### src/rtl/mtmr_pkg.sv
package mtmr_pkg;
  // register map (word addresses)
  localparam logic [2:0] RG_CTRL  = 3'd0;
  localparam logic [2:0] RG_START = 3'd1;
  localparam logic [2:0] RG_CMPA  = 3'd2;
  localparam logic [2:0] RG_CMPB  = 3'd3;
  localparam logic [2:0] RG_PCNT  = 3'd4;
  localparam logic [2:0] RG_MCNT  = 3'd5;
  localparam logic [2:0] RG_IRQ   = 3'd6;
  // status bit indices
  localparam int ST_A   = 0;
  localparam int ST_B   = 1;
  localparam int ST_SEL = 2;
  localparam int NST    = 3;
  // IRQ register field positions
  localparam int SEL_LSB  = 8;
  localparam int NOSYNC_B = 16;
  localparam int W1C_B    = 17;
endpackage

### src/rtl/mtmr_prescaler.sv
module mtmr_prescaler #(
  parameter int PW = 24
) (
  input  logic          clk,
  input  logic          rst,
  input  logic          restart,
  input  logic          step_en,
  input  logic [PW-1:0] div,
  output logic [PW-1:0] pcnt,
  output logic          wrap
);
  logic at_top;
  assign at_top = (pcnt == div);
  assign wrap   = step_en && at_top && !restart;

  always_ff @(posedge clk) begin
    if (rst || restart) pcnt <= '0;
    else if (step_en)   pcnt <= at_top ? '0 : pcnt + PW'(1);
  end
endmodule

### src/rtl/mtmr_main_cnt.sv
module mtmr_main_cnt #(
  parameter int CW = 32
) (
  input  logic          clk,
  input  logic          rst,
  input  logic          restart,
  input  logic          step,
  input  logic          zero_base,
  input  logic          oneshot,
  input  logic          rl_a,
  input  logic          rl_b,
  input  logic [CW-1:0] start,
  input  logic [CW-1:0] cmp_a,
  input  logic [CW-1:0] cmp_b,
  output logic [CW-1:0] mcnt,
  output logic          hit_a,
  output logic          hit_b,
  output logic          halted
);
  logic [CW-1:0] base, term;
  assign base  = zero_base ? '0 : start;
  assign term  = zero_base ? start - CW'(1) : '1;
  assign hit_a = step && (mcnt == cmp_a);
  assign hit_b = step && (mcnt == cmp_b);

  always_ff @(posedge clk) begin
    if (rst) begin
      mcnt   <= '0;
      halted <= 1'b0;
    end else if (restart) begin
      mcnt   <= base;
      halted <= 1'b0;
    end else if (step) begin
      if ((hit_a && rl_a) || (hit_b && rl_b)) mcnt <= base;
      else if (mcnt == term) begin
        if (oneshot) halted <= 1'b1;
        else         mcnt   <= '0;
      end else mcnt <= mcnt + CW'(1);
    end
  end
endmodule

### src/rtl/mtmr_irq.sv
module mtmr_irq
  import mtmr_pkg::*;
#(
  parameter int PW   = 24,
  parameter int CW   = 32,
  parameter int SELW = $clog2(PW + CW)
) (
  input  logic            clk,
  input  logic            rst,
  input  logic [PW-1:0]   pcnt,
  input  logic [CW-1:0]   mcnt,
  input  logic [SELW-1:0] sel,
  input  logic            hit_a,
  input  logic            hit_b,
  input  logic [NST-1:0]  clr,
  output logic [NST-1:0]  status,
  output logic            irq
);
  localparam int NSRC = PW + CW;

  logic [NSRC-1:0] both;
  logic            src, src_q;
  logic [NST-1:0]  set, status_d;

  assign both = {mcnt, pcnt};

  always_comb begin
    src = 1'b0;
    for (int i = 0; i < NSRC; i++)
      if (int'(sel) == i) src = both[i];
  end

  always_comb begin
    set         = '0;
    set[ST_A]   = hit_a;
    set[ST_B]   = hit_b;
    set[ST_SEL] = src && !src_q;
    status_d    = (status & ~clr) | set;
  end

  always_ff @(posedge clk) begin
    if (rst) begin
      src_q  <= 1'b0;
      status <= '0;
      irq    <= 1'b0;
    end else begin
      src_q  <= src;
      status <= status_d;
      irq    <= |status_d;
    end
  end
endmodule

### src/rtl/match_timer.sv
module match_timer
  import mtmr_pkg::*;
#(
  parameter int PW        = 24,
  parameter int CW        = 32,
  parameter int DW        = 32,
  parameter int AW        = 3,
  parameter int PRESC_RST = 32'h0000_7FFF
) (
  input  logic          clk_i,
  input  logic          rst_i,
  input  logic          tick_i,
  input  logic          wr_i,
  input  logic          rd_i,
  input  logic [AW-1:0] addr_i,
  input  logic [DW-1:0] wdata_i,
  output logic [DW-1:0] rdata_o,
  output logic          irq_o
);
  localparam int SELW  = $clog2(PW + CW);
  localparam int CTLW  = PW + 5;
  localparam int EN_B  = PW;
  localparam int ZB_B  = PW + 1;
  localparam int OS_B  = PW + 2;
  localparam int RLA_B = PW + 3;
  localparam int RLB_B = PW + 4;

  logic [CTLW-1:0] ctrl_q;
  logic [CW-1:0]   start_q, cmpa_q, cmpb_q, snap_q;
  logic [SELW-1:0] sel_q;
  logic            nosync_q, w1c_q, restart_q;
  logic [DW-1:0]   rdata_q, rd_mux;

  logic [PW-1:0]   pcnt;
  logic [CW-1:0]   mcnt;
  logic            wrap, halted, hit_a, hit_b, step_en, irq_wr, irq_rd;
  logic [NST-1:0]  status, clr_mask;

  assign step_en = ctrl_q[EN_B] && tick_i && !halted;
  assign irq_wr  = wr_i && (addr_i == AW'(RG_IRQ));
  assign irq_rd  = rd_i && (addr_i == AW'(RG_IRQ));

  always_comb begin
    if (irq_rd && !w1c_q)     clr_mask = '1;
    else if (irq_wr && w1c_q) clr_mask = wdata_i[NST-1:0];
    else                      clr_mask = '0;
  end

  always_comb begin
    rd_mux = '0;
    case (addr_i)
      AW'(RG_CTRL):  rd_mux = DW'(ctrl_q);
      AW'(RG_START): rd_mux = DW'(start_q);
      AW'(RG_CMPA):  rd_mux = DW'(cmpa_q);
      AW'(RG_CMPB):  rd_mux = DW'(cmpb_q);
      AW'(RG_PCNT):  rd_mux = DW'(pcnt);
      AW'(RG_MCNT):  rd_mux = nosync_q ? DW'(mcnt) : DW'(snap_q);
      AW'(RG_IRQ): begin
        rd_mux[NST-1:0]          = status;
        rd_mux[SEL_LSB +: SELW]  = sel_q;
        rd_mux[NOSYNC_B]         = nosync_q;
        rd_mux[W1C_B]            = w1c_q;
      end
      default: rd_mux = '0;
    endcase
  end

  always_ff @(posedge clk_i) begin
    if (rst_i) begin
      ctrl_q    <= CTLW'(PRESC_RST);
      start_q   <= '0;
      cmpa_q    <= '0;
      cmpb_q    <= '0;
      snap_q    <= '0;
      sel_q     <= '0;
      nosync_q  <= 1'b0;
      w1c_q     <= 1'b0;
      restart_q <= 1'b0;
      rdata_q   <= '0;
    end else begin
      restart_q <= wr_i && ((addr_i == AW'(RG_CTRL)) || (addr_i == AW'(RG_START)));
      if (wr_i) begin
        case (addr_i)
          AW'(RG_CTRL):  ctrl_q  <= wdata_i[CTLW-1:0];
          AW'(RG_START): start_q <= wdata_i[CW-1:0];
          AW'(RG_CMPA):  cmpa_q  <= wdata_i[CW-1:0];
          AW'(RG_CMPB):  cmpb_q  <= wdata_i[CW-1:0];
          AW'(RG_IRQ): begin
            sel_q    <= wdata_i[SEL_LSB +: SELW];
            nosync_q <= wdata_i[NOSYNC_B];
            w1c_q    <= wdata_i[W1C_B];
          end
          default: ;
        endcase
      end
      if (rd_i && (addr_i == AW'(RG_PCNT))) snap_q <= mcnt;
      if (rd_i) rdata_q <= rd_mux;
    end
  end

  assign rdata_o = rdata_q;

  mtmr_prescaler #(.PW(PW)) u_pre (
    .clk(clk_i), .rst(rst_i), .restart(restart_q), .step_en(step_en),
    .div(ctrl_q[PW-1:0]), .pcnt(pcnt), .wrap(wrap)
  );

  mtmr_main_cnt #(.CW(CW)) u_main (
    .clk(clk_i), .rst(rst_i), .restart(restart_q), .step(wrap),
    .zero_base(ctrl_q[ZB_B]), .oneshot(ctrl_q[OS_B]),
    .rl_a(ctrl_q[RLA_B]), .rl_b(ctrl_q[RLB_B]),
    .start(start_q), .cmp_a(cmpa_q), .cmp_b(cmpb_q),
    .mcnt(mcnt), .hit_a(hit_a), .hit_b(hit_b), .halted(halted)
  );

  mtmr_irq #(.PW(PW), .CW(CW), .SELW(SELW)) u_irq (
    .clk(clk_i), .rst(rst_i), .pcnt(pcnt), .mcnt(mcnt), .sel(sel_q),
    .hit_a(hit_a), .hit_b(hit_b), .clr(clr_mask),
    .status(status), .irq(irq_o)
  );
endmodule

### config.mk
export PLATFORM = sky130hd
export DESIGN_NAME = match_timer
export DESIGN_NICKNAME = d
export VERILOG_FILES = /design/src/rtl/mtmr_pkg.sv /design/src/rtl/mtmr_prescaler.sv /design/src/rtl/mtmr_main_cnt.sv /design/src/rtl/mtmr_irq.sv /design/src/rtl/match_timer.sv
export SDC_FILE = /design/constraint.sdc
export NUM_CORES = 1
export LEC_CHECK = 0
export BUFFER_PORTS_ARGS = -buffer_cell sky130_fd_sc_hd__buf_2
export CAP_MARGIN = 20
export CORE_UTILIZATION = 40
export DETAILED_ROUTE_END_ITERATION = 12
export HOLD_SLACK_MARGIN = 0.15
export SETUP_SLACK_MARGIN = 0.02
export SLEW_MARGIN = 20
export SYNTH_ARGS = -nofsm -noshare
export SYNTH_HDL_FRONTEND = slang
export SYNTH_SLANG_ARGS = --single-unit
### constraint.sdc
create_clock -name clk_i -period 10.3 [get_ports clk_i]
set_input_delay 1.03 -clock clk_i [delete_from_list [all_inputs] [get_ports clk_i]]
set_output_delay 1.03 -clock clk_i [all_outputs]
set_load 0.02 [all_outputs]
Word level (Yosys, flattened, before mapping). Index checks and enable logic that the tools add are counted.

$add $sub $neg: 3. Multipliers: 0. Mux-type cells: 73. Bitwise logic cells: 4. Reduce and logical (&&, ||, !) cells: 34. Divide/modulo/power cells: 0. Magnitude comparators: 0. Eq/ne operators: 66. Shifts and indexed selects: 0.

Operator list (count): 32-bit two-way mux (8); 6-bit equality test (second input constant) (32); 32-bit equality test (3); 6-bit by 5-bit equality test with 1-bit output (second input constant) (16); 14-bit one-hot mux with 6 select lines (1); 1-bit two-way mux (56); 6-bit one-hot mux with 7 select lines (1); 32-bit by 1-bit adder with 32-bit output (second input constant) (1); 32-bit by 1-bit subtractor with 32-bit output (second input constant) (1); 5-bit one-hot mux with 6 select lines (1); 24-bit by 1-bit adder with 24-bit output (second input constant) (1); 24-bit equality test (1); 6-bit by 4-bit equality test with 1-bit output (second input constant) (4); 24-bit two-way mux (1); 3-bit one-hot mux with 7 select lines (1); 1-bit logical AND (15); 2-bit one-hot mux with 7 select lines (1); 6-bit by 3-bit equality test with 1-bit output (second input constant) (2); 2-bit one-hot mux with 6 select lines (1); 2-bit AND reduction (6); 3-bit equality test (second input constant) (3); 3-bit by 2-bit equality test with 1-bit output (second input constant) (2); 6-bit by 2-bit equality test with 1-bit output (second input constant) (1); 6-bit zero test (1); 14 further kinds (20).

Memories: 0. Register bits after elaboration: 260. Logic and storage cells: 196. Memory bits (read-only): 0. Latch bits: 0. Memory bits (writable): 0. Output and inout port bits: 33. Input port bits: 40.

Longest topological paths before layout. Gate-level depths: netlist (run 1).

Depth after elaboration: 60. Gate-level depth with buffers: 15. Mapped depth without buffers: 12.

Hierarchy. A second synthesis (run 1) with hierarchy kept.

Cell total of the unflattened synthesis: 2071. Area, all modules: 16134.2 um^2.

By module, submodules not included: match_timer (times used 1, seq. area each 3963.8 um^2, area an instance 8914.8 um^2, cells an instance 1097); mtmr_main_cnt (times used 1, seq. area each 660.6 um^2, area an instance 4586.9 um^2, cells an instance 639); mtmr_prescaler (times used 1, seq. area each 480.5 um^2, area an instance 1333.8 um^2, cells an instance 148); mtmr_irq (times used 1, seq. area each 100.1 um^2, area an instance 1298.7 um^2, cells an instance 187).

Worst setup path before layout (run 1). Ideal clock, no wire load.

Path type: register -> register. Start point: register start_q[23]. End point: register u_main.mcnt[10]. Clock period less this slack: 3732 ps. Setup time: 143 ps. Buffers on the path: 2. Arrival: 3589 ps. Cell stages (with the launch flop): 13. Slack: 6568 ps. Required time: 10157 ps. Cells stage by stage: dfxtp_1 -> buf_2 -> or4_4 -> or3_1 -> or4_4 -> or4_4 -> a21oi_2 -> o221ai_2 -> nor4_2 -> a41oi_4 -> nor2_4 -> buf_6 -> o32ai_2.

Longest elaborated chain between the ends: 7. Elaborated cells between the ends (all ways): 9. Those cells by class: 1 x add/sub; 2 x eq/ne; 5 x mux; 1 x reduce/logical.

Ends and longest elaborated chain: start: declaration (RTL line match_timer.sv:29) `logic [CW-1:0] start_q, cmpa_q, cmpb_q, snap_q;`; start signal: assignment (RTL line match_timer.sv:85) `AW'(RG_START): start_q <= wdata_i[CW-1:0];`; 32-bit by 1-bit subtractor with 32-bit output * (RTL line mtmr_main_cnt.sv:22) `assign term = zero_base ? start - CW'(1) : '1;`; 32-bit two-way mux * (RTL line mtmr_main_cnt.sv:22); 32-bit equality test * (RTL line mtmr_main_cnt.sv:35) `else if (mcnt == term) begin`; 32-bit two-way mux (RTL line mtmr_main_cnt.sv:35); 32-bit two-way mux (RTL line mtmr_main_cnt.sv:34) `if ((hit_a && rl_a) || (hit_b && rl_b)) mcnt <= base;`; 32-bit two-way mux (RTL line mtmr_main_cnt.sv:33) `end else if (step) begin`; 32-bit two-way mux (RTL line mtmr_main_cnt.sv:30) `end else if (restart) begin`; end signal: assignment (RTL line mtmr_main_cnt.sv:31) `mcnt <= base;`; end signal: assignment (RTL line mtmr_main_cnt.sv:34); end signal: assignment (RTL line mtmr_main_cnt.sv:38) `end else mcnt <= mcnt + CW'(1);`; end: declaration (RTL line mtmr_main_cnt.sv:15) `output logic [CW-1:0] mcnt,`.

Mark *: on every way between the ends. The rest lies on a longest branch, timed or not. The select of a mux whose other input is x is not followed. A chain may end at the register's enable or synchronous reset.

Worst setup path in the final report (run 1).
Start point: register start_q[0]. End point: register u_main.mcnt[3].

Same word-level chain as after synthesis.

==> flow_results.org, run 1 <==
** Min path
- Hold Path Cell Cnt :: 2
- In this run the most critical hold path is launched from snap_q[29].
- The path with the worst hold slack has its endpoint at snap_q[29].
- The worst hold path belongs to the class flop to flop.

** Setup path
- In this run the critical register-to-register path is captured at u_main.mcnt[3].
- Worst flop-to-flop path startpoint :: start_q[0]
- In this design, the stage delay of the slowest critical-path cell is 0.56 ns.
- Crit path capture type :: flop
- Data arrival time of the critical path :: 5.36 ns
- For flop-to-flop paths, the worst setup slack is 5.38 ns.
- Critical path's slowest cell :: nand3_1
- STA classifies the critical path startpoint as a flop.
- Worst R2R Path Depth :: 14
- Walking the worst path, the cells encountered are inv_1, ha_1, nor3b_1, nand3_1, o31a_1, or4_1, o2bb2a_1, nand4_1, nor4_2, a41oi_4, buf_4, nor2_4, buf_12, o32ai_2.
- The worst setup path is of the flop to flop kind.
- Highest fanout seen on the critical path :: 34
- Required time reported for the critical path endpoint :: between 10 and 15 ns

** CTS
- # H-tree levels :: 1
- Post-CTS resize count :: 0
- TritonCTS clock tree :: built
- Post-CTS Hold Buffers :: 0
- After clock tree synthesis, the setup repair step added 0 buffers.
- In this run the clock root is driven by a clkbuf_16.
- For this design, the sink count on the clock tree is 260.
- Counting along the longest clock path gives a buffer depth of 3.
- After clock tree synthesis, the clock-pin slew on the worst setup and hold paths is 0.07 ns.
- Num CTS Buffers :: 30
- Clock Latency Late Sink :: between 0.5 and 0.6 ns

** Logic synthesis
- Primary flip-flop cell chosen by synthesis mapping :: dfxtp_1
- Distinct cell type count of the synthesized netlist :: a little over 80
- Synth area leaders :: dfxtp_1, nand2_1, a21oi_1, xor2_1, clkbuf_1
- Syn_nets :: 2131
- Share of Yosys cell area claimed by the top area cell type :: approximately a third
- During synthesis, Yosys emitted a total of 0 warnings.
- Post-synthesis sequential element count :: 260
- Proportion of register bits with asynchronous set or reset after synthesis :: 0%
- Average instance area after synthesis :: 7.58 µm²
- Combined area of all synthesized cells :: 15800 µm²
- EDFF count, synth :: 0
- Seq/Total Area, Yosys :: 32.9%
- Synthesis produced 2088 cells.
- Cell accounting for the most synthesized area :: dfxtp_1

** Timing
- Final critical-path share of the clock period :: 47.8%
- RSZ-0062 raised after global routing :: false
- After routing, the total negative slack on setup checks comes to 0 ns.
- The total count of max-transition violations in the final report is 0.
- Static timing analysis puts the maximum clock frequency at 203 MHz.
- Max-slew headroom at the worst pin :: 27.2%
- Final critical-path required period :: 4.92 ns
- Worst setup skew after layout :: roughly 0.021 ns
- Setup violations remaining at the end of the flow were counted as 0.
- Hold violation count in the final report :: 0
- At the pin with the least slew margin, the transition time is 1.09 ns.

** GRT
- Antenna violations before repair :: 4
- The via count of the first global-routing pass came to 14800.
- First-pass GRT wire length :: 97300 µm
- Combined global-route utilization of all metal layers :: 31.9%
- Entering global routing, the biggest net connects just under 90 pins.
- Global routing finished with a remaining overflow of 0.

** Drt
- Dividing the detail-routed via count by the number of cells gives 6.32.
- Remaining number of nets flagged by the antenna check after routing :: 0
- Number of search-and-repair iterations in the first detailed-routing pass :: 6
- DR iter-0 viols :: around 2000
- After detailed routing, the number of remaining DRC violations is 0.
- For this block, the via count after detailed routing is 16200.
- After detailed routing, the average wire length per cell comes to 25.9 µm.
- Aggregate routed wire length :: 66300 µm

** Pwr
- Total power for the finished layout comes to 2.43 mW.
- IR drop worst, VDD :: 0.136 mV
- Total power per unit cell area :: 140 nW/µm²
- Leakage power summed over all cells :: between 6 and 7 nW

** Die
- Initial Utilization :: 40.7%
- Row cnt :: 72
- The die is 201 µm wide.
- 73 I/O pins were placed.
- The die covers just over 40000 µm².
- Die Y :: 201 µm
- The region available for standard cell placement spans slightly below 40000 µm².

** Final layout
- Final Net Count :: 2057
- Counting the fill cells in the layout gives roughly 4000.
- Compared with the post-synthesis result, the final layout area differs by 9.18%.
- Most used cells in the layout excluding fill and tap cells :: nand2_1, dfxtp_1, a21oi_1, nor2_1, xor2_1
- Of the cells placed in the final design, the portion with a size suffix greater than 1 is between 10% and 20%.
- The library cell used most frequently in the layout, excluding fill and tap cells, is nand2_1.

** Outcome
- Run status :: finished clean

** Placement
- At the end of routability-driven placement, the weighted congestion stood at between 0.9 and 1.
- Detailed placement ended at an HPWL of 46500 µm.
- PortBufs :: 72

** Flow run
- Count of max-cap constraint violations :: 0
cells in the mapped netlist (10+ instances only):
library cell,instances
nand3_1,64
nor4_1,45
buf_1,21
a2bb2oi_1,31
or4_1,13
nand2b_1,11
clkbuf_1,179
mux2i_1,59
and3_1,11
or3_1,10
a22oi_1,54
xor2_1,105
nand4_1,24
o211ai_1,22
nor2b_1,10
a31oi_1,14
nand2_1,433
nor3_1,27
mux2_2,13
dfxtp_1,260
inv_1,30
o21ai_0,51
a21oi_1,203
nor2_1,154
o32ai_2,30
o31ai_1,12
xnor2_1,28
where the power goes:
group / switching (mW) / total [mW] / leakage [nW] / internal, mW
Sequential: 0.0248 / 1.05 / 2.11 / 1.02
Clock: 0.464 / 1.11 / 0.487 / 0.644
Combinational: 0.189 / 0.269 / 3.68 / 0.0801
worst max-delay path by stage:
stage | to | from | depth (start not counted) | slack, ns
after floorplan | u_main.mcnt[10] | start_q[23] | 12 | 6.57
after global placement | u_main.mcnt[2] | start_q[0] | 13 | 5.33
after detailed placement | u_main.mcnt[2] | start_q[0] | 13 | 5.17
after CTS | u_main.mcnt[2] | start_q[0] | 13 | 5.14
after global routing | u_main.mcnt[16] | start_q[0] | 13 | 5.18
final | u_main.mcnt[3] | start_q[0] | 14 | 5.38
final cells by class:
type	instances	area, µm²	area share [%]
antenna	1	2.50	0.0145
clock buffer	42	837	4.85
clock inverter	14	165	0.956
inverter	31	116	0.674
multi-input combinational	1583	9640	55.8
sequential	260	5210	30.1
tap	518	648	3.75
timing repair buffer	108	652	3.77
routing by layer:
| layer | GRT usage, % | part of all wire [%] | routed length [µm] |
|---|---|---|---|
| met5 | 0 | 0.020 | 13 |
| met4 | 16.4 | 5.9 | 3940 |
| met3 | 5.78 | 9.7 | 6460 |
| met2 | 48.7 | 44 | 29000 |
| met1 | 42.8 | 41 | 26900 |
registers in the layout, indices dropped and copies added, names as in the netlist, 3 cells and up:
signal,count
u_main.mcnt,32
cmpb_q,32
rdata_o,32
cmpa_q,32
sel_q,6
u_pre.pcnt,24
ctrl_q,29
start_q,32
u_irq.status,3
snap_q,32
cell families after synthesis:
group                    count (synthesis)  share of synthesized area, %
flip-flops                             260                          32.9
adder cells (fa/ha/maj)                  3                         0.237
multiplexers                            80                          5.80
AND/OR/NAND/NOR                        857                          24.5
XOR/XNOR                               135                          7.65
AO/OA/AOI/OAI                          508                          22.7
buffers and inverters                  245                          6.20
critical path, delay by kind of cell, from the launching register on:
| family | cells | cell delay (ns) |
|---|---|---|
| adder cells (fa/ha/maj) | 1 | 0.28 |
| AO/OA/AOI/OAI | 4 | 0.99 |
| flip-flops | 1 | 0.43 |
| buffers and inverters | 3 | 0.69 |
| AND/OR/NAND/NOR | 6 | 2.36 |
through the flow:
step | hold WS (ns) | util (%) | std cells | setup slack [ns] | area (µm²)
floorplan | 0.432 | - | 2088 | 6.57 | 15800
CTS | 0.454 | 44.4 | 2555 | 5.14 | 17200
global route | 0.472 | 44.5 | 2556 | 5.18 | 17300
global placement | 0.440 | 41.8 | 2499 | 5.33 | 16200
detailed placement | 0.445 | 41.8 | 2499 | 5.17 | 16200
finish | 0.456 | 44.5 | 2557 | 5.38 | 17300
Power figures use the tool's default switching activity.
==> run 2: changes to the inputs <==
--- a/config.mk
+++ b/config.mk
@@ -5,6 +5,7 @@
 export SDC_FILE = /design/constraint.sdc
 export NUM_CORES = 1
 export LEC_CHECK = 0
+export ABC_AREA = 1
 export BUFFER_PORTS_ARGS = -buffer_cell sky130_fd_sc_hd__buf_2
 export CAP_MARGIN = 20
 export CORE_UTILIZATION = 40
==> constraint.sdc (replaced) <==
create_clock -name clk_i -period 4.3 [get_ports clk_i]
set_input_delay 0.43 -clock clk_i [delete_from_list [all_inputs] [get_ports clk_i]]
set_output_delay 0.43 -clock clk_i [all_outputs]
set_load 0.02 [all_outputs]
==> run 2 against run 1 <==
The flow now finishes with violations (negative setup slack). Register-to-register slack worse by 5.5 ns. Combinational power grew to 3.1 times the previous value. Sequential power up 140%. Total power grew to 2.5 times the previous value. Global-route usage increased by 0.74 points.
==> flow_results.org, run 2 <==
** CTS
- # H-tree levels :: 1 (unchanged)
- The number of buffers between clock root and the deepest sink was 3 (unchanged).
- The clock slew seen by the registers of the worst setup and hold paths was 0.06 ns (about the same).
- The clock sink count is 260 (unchanged).
- The tree is rooted in a clkbuf_16.
- TritonCTS clock tree :: built
- The clock latency on the worst-skew pair is 0.59 ns (about the same).
- The total CTS buffers was 30 (unchanged).

** Final layout
- The final net count was 2342 (+14%).
- Area growth from synthesis to layout :: 16.4%
- The final core utilization was 47.1% (+2.6 points).
- Area taken by multi-input logic gates :: 8060 µm² (-16%)
- Final instance count without filler cells :: 2790 (+9.1%)
- The final design area excluding fillers came to 17200 µm² (-0.35%).
- Leaving out fill and tap cells, the most frequent cell in the layout is nand2_1.
- The fraction of layout cells with a size suffix above 1 was 12.9% (+1.5 points).
- The top cell types in the final layout, fill and taps aside, are nand2_1, inv_1, dfxtp_1, o21ai_0, a21oi_1.
- The number of filler cells placed in the layout came to 3767 (-5.1%).
- The combined flip-flop and latch cell area was 5210 µm² (about the same).

** Logic synthesis
- The count of warnings emitted by yosys was 0 (unchanged).
- The gate count of the mapped netlist is 2239 (+7.2%).
- EDFF count, synth :: 0 (unchanged)
- Syn_nets :: 2282 (+7.1%)
- The synthesized area per cell is 6.60 µm² (-13%).
- Most common library cells after synthesis :: nand2_1, inv_1, dfxtp_1
- Combined area of all synthesized cells :: 14800 µm² (-6.6%)
- The sequential element share of the synthesized area came to 35.2% (+2.3 points).
- The most common cell in the synthesized netlist is nand2_1.
- The distinct cell type count after synthesis came to 56 (-32%).
- Primary flip-flop cell chosen by synthesis mapping :: dfxtp_1
- Share of Yosys cell area claimed by the top area cell type :: 35.2% (+2.3 points)
- The post-synthesis async set-or-reset flop share came to 0% (unchanged).
- The synthesized design spends more area on one cell type than any other, namely dfxtp_1.
- Synth area leaders :: dfxtp_1, nand2_1, o21ai_0, a21oi_1, inv_1
- Post-synthesis sequential element count :: 260 (unchanged)

** Drt
- DRC violations left :: 0 (unchanged)
- The first-iteration detailed-routing DRC count is 1932 (-6.3%).
- Number of vias per cell after detailed routing :: 5.94 (-6.1%)
- Aggregate routed wire length :: 64400 µm (-2.9%)
- The mean routed wirelength per cell is 23.1 µm (-11%).
- Vias after detailed routing :: 16600 (+2.4%)
- Number of search-and-repair iterations in the first detailed-routing pass :: 6 (unchanged)
- Remaining number of nets flagged by the antenna check after routing :: 0 (unchanged)

** Timing
- RSZ-0062 raised after global routing :: true
- The worst max-slew margin expressed relative to the limit came to 31.1% (+3.9 points).
- Worst setup skew after layout :: 0.0101 ns (-0.0109 ns)
- Final critical-path share of the clock period :: 103% (+56 points)
- The upper clock frequency limit is 225 MHz (+11%).
- Final critical-path required period :: 4.45 ns (-0.474 ns)
- Setup-violating endpoint count in the final report :: 29 (+29)
- Worst slew pin tran :: 1.03 ns (-0.0576 ns)
- The number of endpoints with negative hold slack in the final report is 0 (unchanged).
- The slack of the critical path is -0.148 ns (-5.53 ns).
- Max Slew Vio Count :: 0 (unchanged)

** Outcome
- Violated checks :: negative setup slack
- The run finished, with violations left.

** Die
- The core footprint was 36500 µm² (-5.9%).
- Width of the die :: 194 µm (-3.3%)
- Initial Utilization :: 40.5% (-0.27 points)
- Number of top-level pins :: 73 (unchanged)
- Die Y :: 194 µm (-3.3%)
- Full die area :: 37700 µm² (-6.5%)
- Row cnt :: 70 (-2.8%)

** Setup path
- The count of cell instances traversed by the critical path was 39 (+25).
- The endpoint required time on the critical path came to 4.77 ns (-5.97 ns).
- The most critical setup path has its endpoint at u_main.mcnt[8].
- In this run the critical register-to-register path is captured at u_main.mcnt[8].
- The worst setup path is launched from a flop.
- The data arrival time of the worst path is 4.92 ns (-0.44 ns).
- Worst flop-to-flop path startpoint :: start_q[0]
- On the critical path, the stage with the largest delay is an instance of o21ai_4.
- The setup slack of the most critical reg-to-reg path was -0.15 ns (-5.53 ns).
- The most numerous cell type found on the critical path is inv_2.
- Worst R2R Path Depth :: 39 (+25)
- The delay of the slowest cell on the worst path came to 0.45 ns (-0.11 ns).
- Worst Setup SP :: start_q[0]
- Critical setup path kind :: flop to flop
- The worst setup path is captured at a flop.
- The highest fanout seen on the critical path was 10 (-71%).
- Grouping stages by cell kind, the critical path spends the most delay in simple AND/OR/NAND/NOR gates.
- The worst path buffer plus inverter count is 11 (+8).

** Pwr
- Leakage power summed over all cells :: 6.69 nW (+6.7%)
- The portion of total power attributed to combinational logic came to 13.6% (+2.5 points).
- The power per unit of standard cell area is 355 nW/µm² (+150%).
- The portion of total power attributed to the clock network was 44.3% (-1.4 points).
- Net switching fraction of the power :: 29.1% (+1.2 points)
- The worst ir drop on vdd is 0.290 mV (+110%).
- Internal power :: 4.33 mW (+150%)
- The switching power total is 1.78 mW (+160%).
- Fraction of power consumed by sequential logic :: 42.1% (-1.1 points)

** Placement
- DP Cell Count :: 2710 (+8.4%)
- Area after detailed placement :: 15800 µm² (-3.0%)
- PortBufs :: 72 (unchanged)
- The half-perimeter wire length after placement was 46100 µm (-0.85%).
- Placer Congestion :: 1.00 (+3.9%)

** GRT
- The initial antenna violation count came to 1 (-3).
- The total routing resource utilization after global routing was 32.6% (+0.74 points).
- The largest net degree at the start of global routing came to 99 (+14%).
- First-pass GRT wire length :: 93300 µm (-4.1%)
- Number of global-route vias before repair :: 14800 (-0.27%)
- The total global routing overflow is 0 (unchanged).

** Min path
- Hold/Removal Path Class :: input pin to flop
- Hold Path Cell Cnt :: 3 (+1)

** Flow run
- The total of max-cap violations came to 0 (unchanged).
==> run 2: cell types whose count changed in the layout (fill, tap and decap cells not counted), moves of 51 or more <==
cell,change
nand2_1,-78
a22oi_1,-53
inv_1,+229
buf_4,+51
o21ai_0,+193
mux2i_1,-59
==> run 2: power groups by stage <==
stage | clock, mW | combinational [mW] | sequential [mW]
after global placement | 0 | 0.752 | 2.62
after global routing | 2.82 | 0.890 | 2.58
after detailed placement | 0 | 0.757 | 2.62
final | 2.71 | 0.833 | 2.57
after floorplan | 0 | 0.465 | 2.60
after CTS | 2.72 | 0.762 | 2.57
==> run 2: area by class of cell <==
type / count / area share, %
Clock inverter: 12 / 0.843
Antenna cell: 2 / 0.0291
Timing Repair Buffer: 174 / 7.30
Tap cell: 468 / 3.40
Sequential cell: 260 / 30.3
Clock buffer: 41 / 5.07
Inverter: 284 / 6.25
Multi-Input combinational cell: 1549 / 46.8
==> run 2: metal layers <==
metal  vias to the layer above  part of all wire [%]  wire length (µm)  GRT usage (%)
met5                         -                     0                 0              0
met4                         0                   3.6              2330           11.6
met3                       134                    12              7560           6.26
met2                       953                    43             27400           48.8
met1                      7809                    42             27100           46.4
li1                       7664                     -                 -              -
==> run 2: worst register-to-register path: cells and delay by family (launching register included) <==
kind	cells	cell delay [ns]
AOI/OAI and AO/OA	4	0.84
DFF	1	0.32
buffers and inverters	11	0.85
and+or+nand+nor	24	2.30
==> run 2: kinds of logic after synthesis <==
kind of cell             count (synthesis)  synth area share (%)
adder cells (fa/ha/maj)                  3                 0.254
buffers and inverters                  431                  11.2
AO/OA/AOI/OAI                          643                  24.4
AND/OR/NAND/NOR                        830                  24.7
XOR/XNOR                                72                  4.27
flip-flops                             260                  35.2
==> run 2: worst min-delay path by stage <==
stage | startpoint | to
after floorplan | snap_q[0] | snap_q[0]
after global placement | snap_q[0] | snap_q[0]
after detailed placement | snap_q[19] | snap_q[19]
after CTS | wdata_i[10] | ctrl_q[10]
after global routing | wdata_i[23] | cmpa_q[23]
final | wdata_i[31] | cmpb_q[31]
==> run 2: timing repair <==
| item | CTS | global route |
|---|---|---|
| resized for setup | 0 | 54 |
| endpoints found under the hold margin | 6 | 0 |
| hold buffers | 5 | 0 |
| setup endpoints to repair | 0 | 35 |
| buffers inserted | 0 | 13 |
==> run 2: metrics by stage <==
step                total power, mW  setup TNS [ns]  hold slack (ns)  worst slack [ns]
finish                         6.11           -2.43            0.169            -0.148
global route                   6.29          -13.90            0.174            -0.505
CTS                            6.05               0            0.154            0.0869
detailed placement             3.38               0            0.442             0.120
global placement               3.37               0            0.435             0.182
floorplan                      3.06               0            0.424             0.638
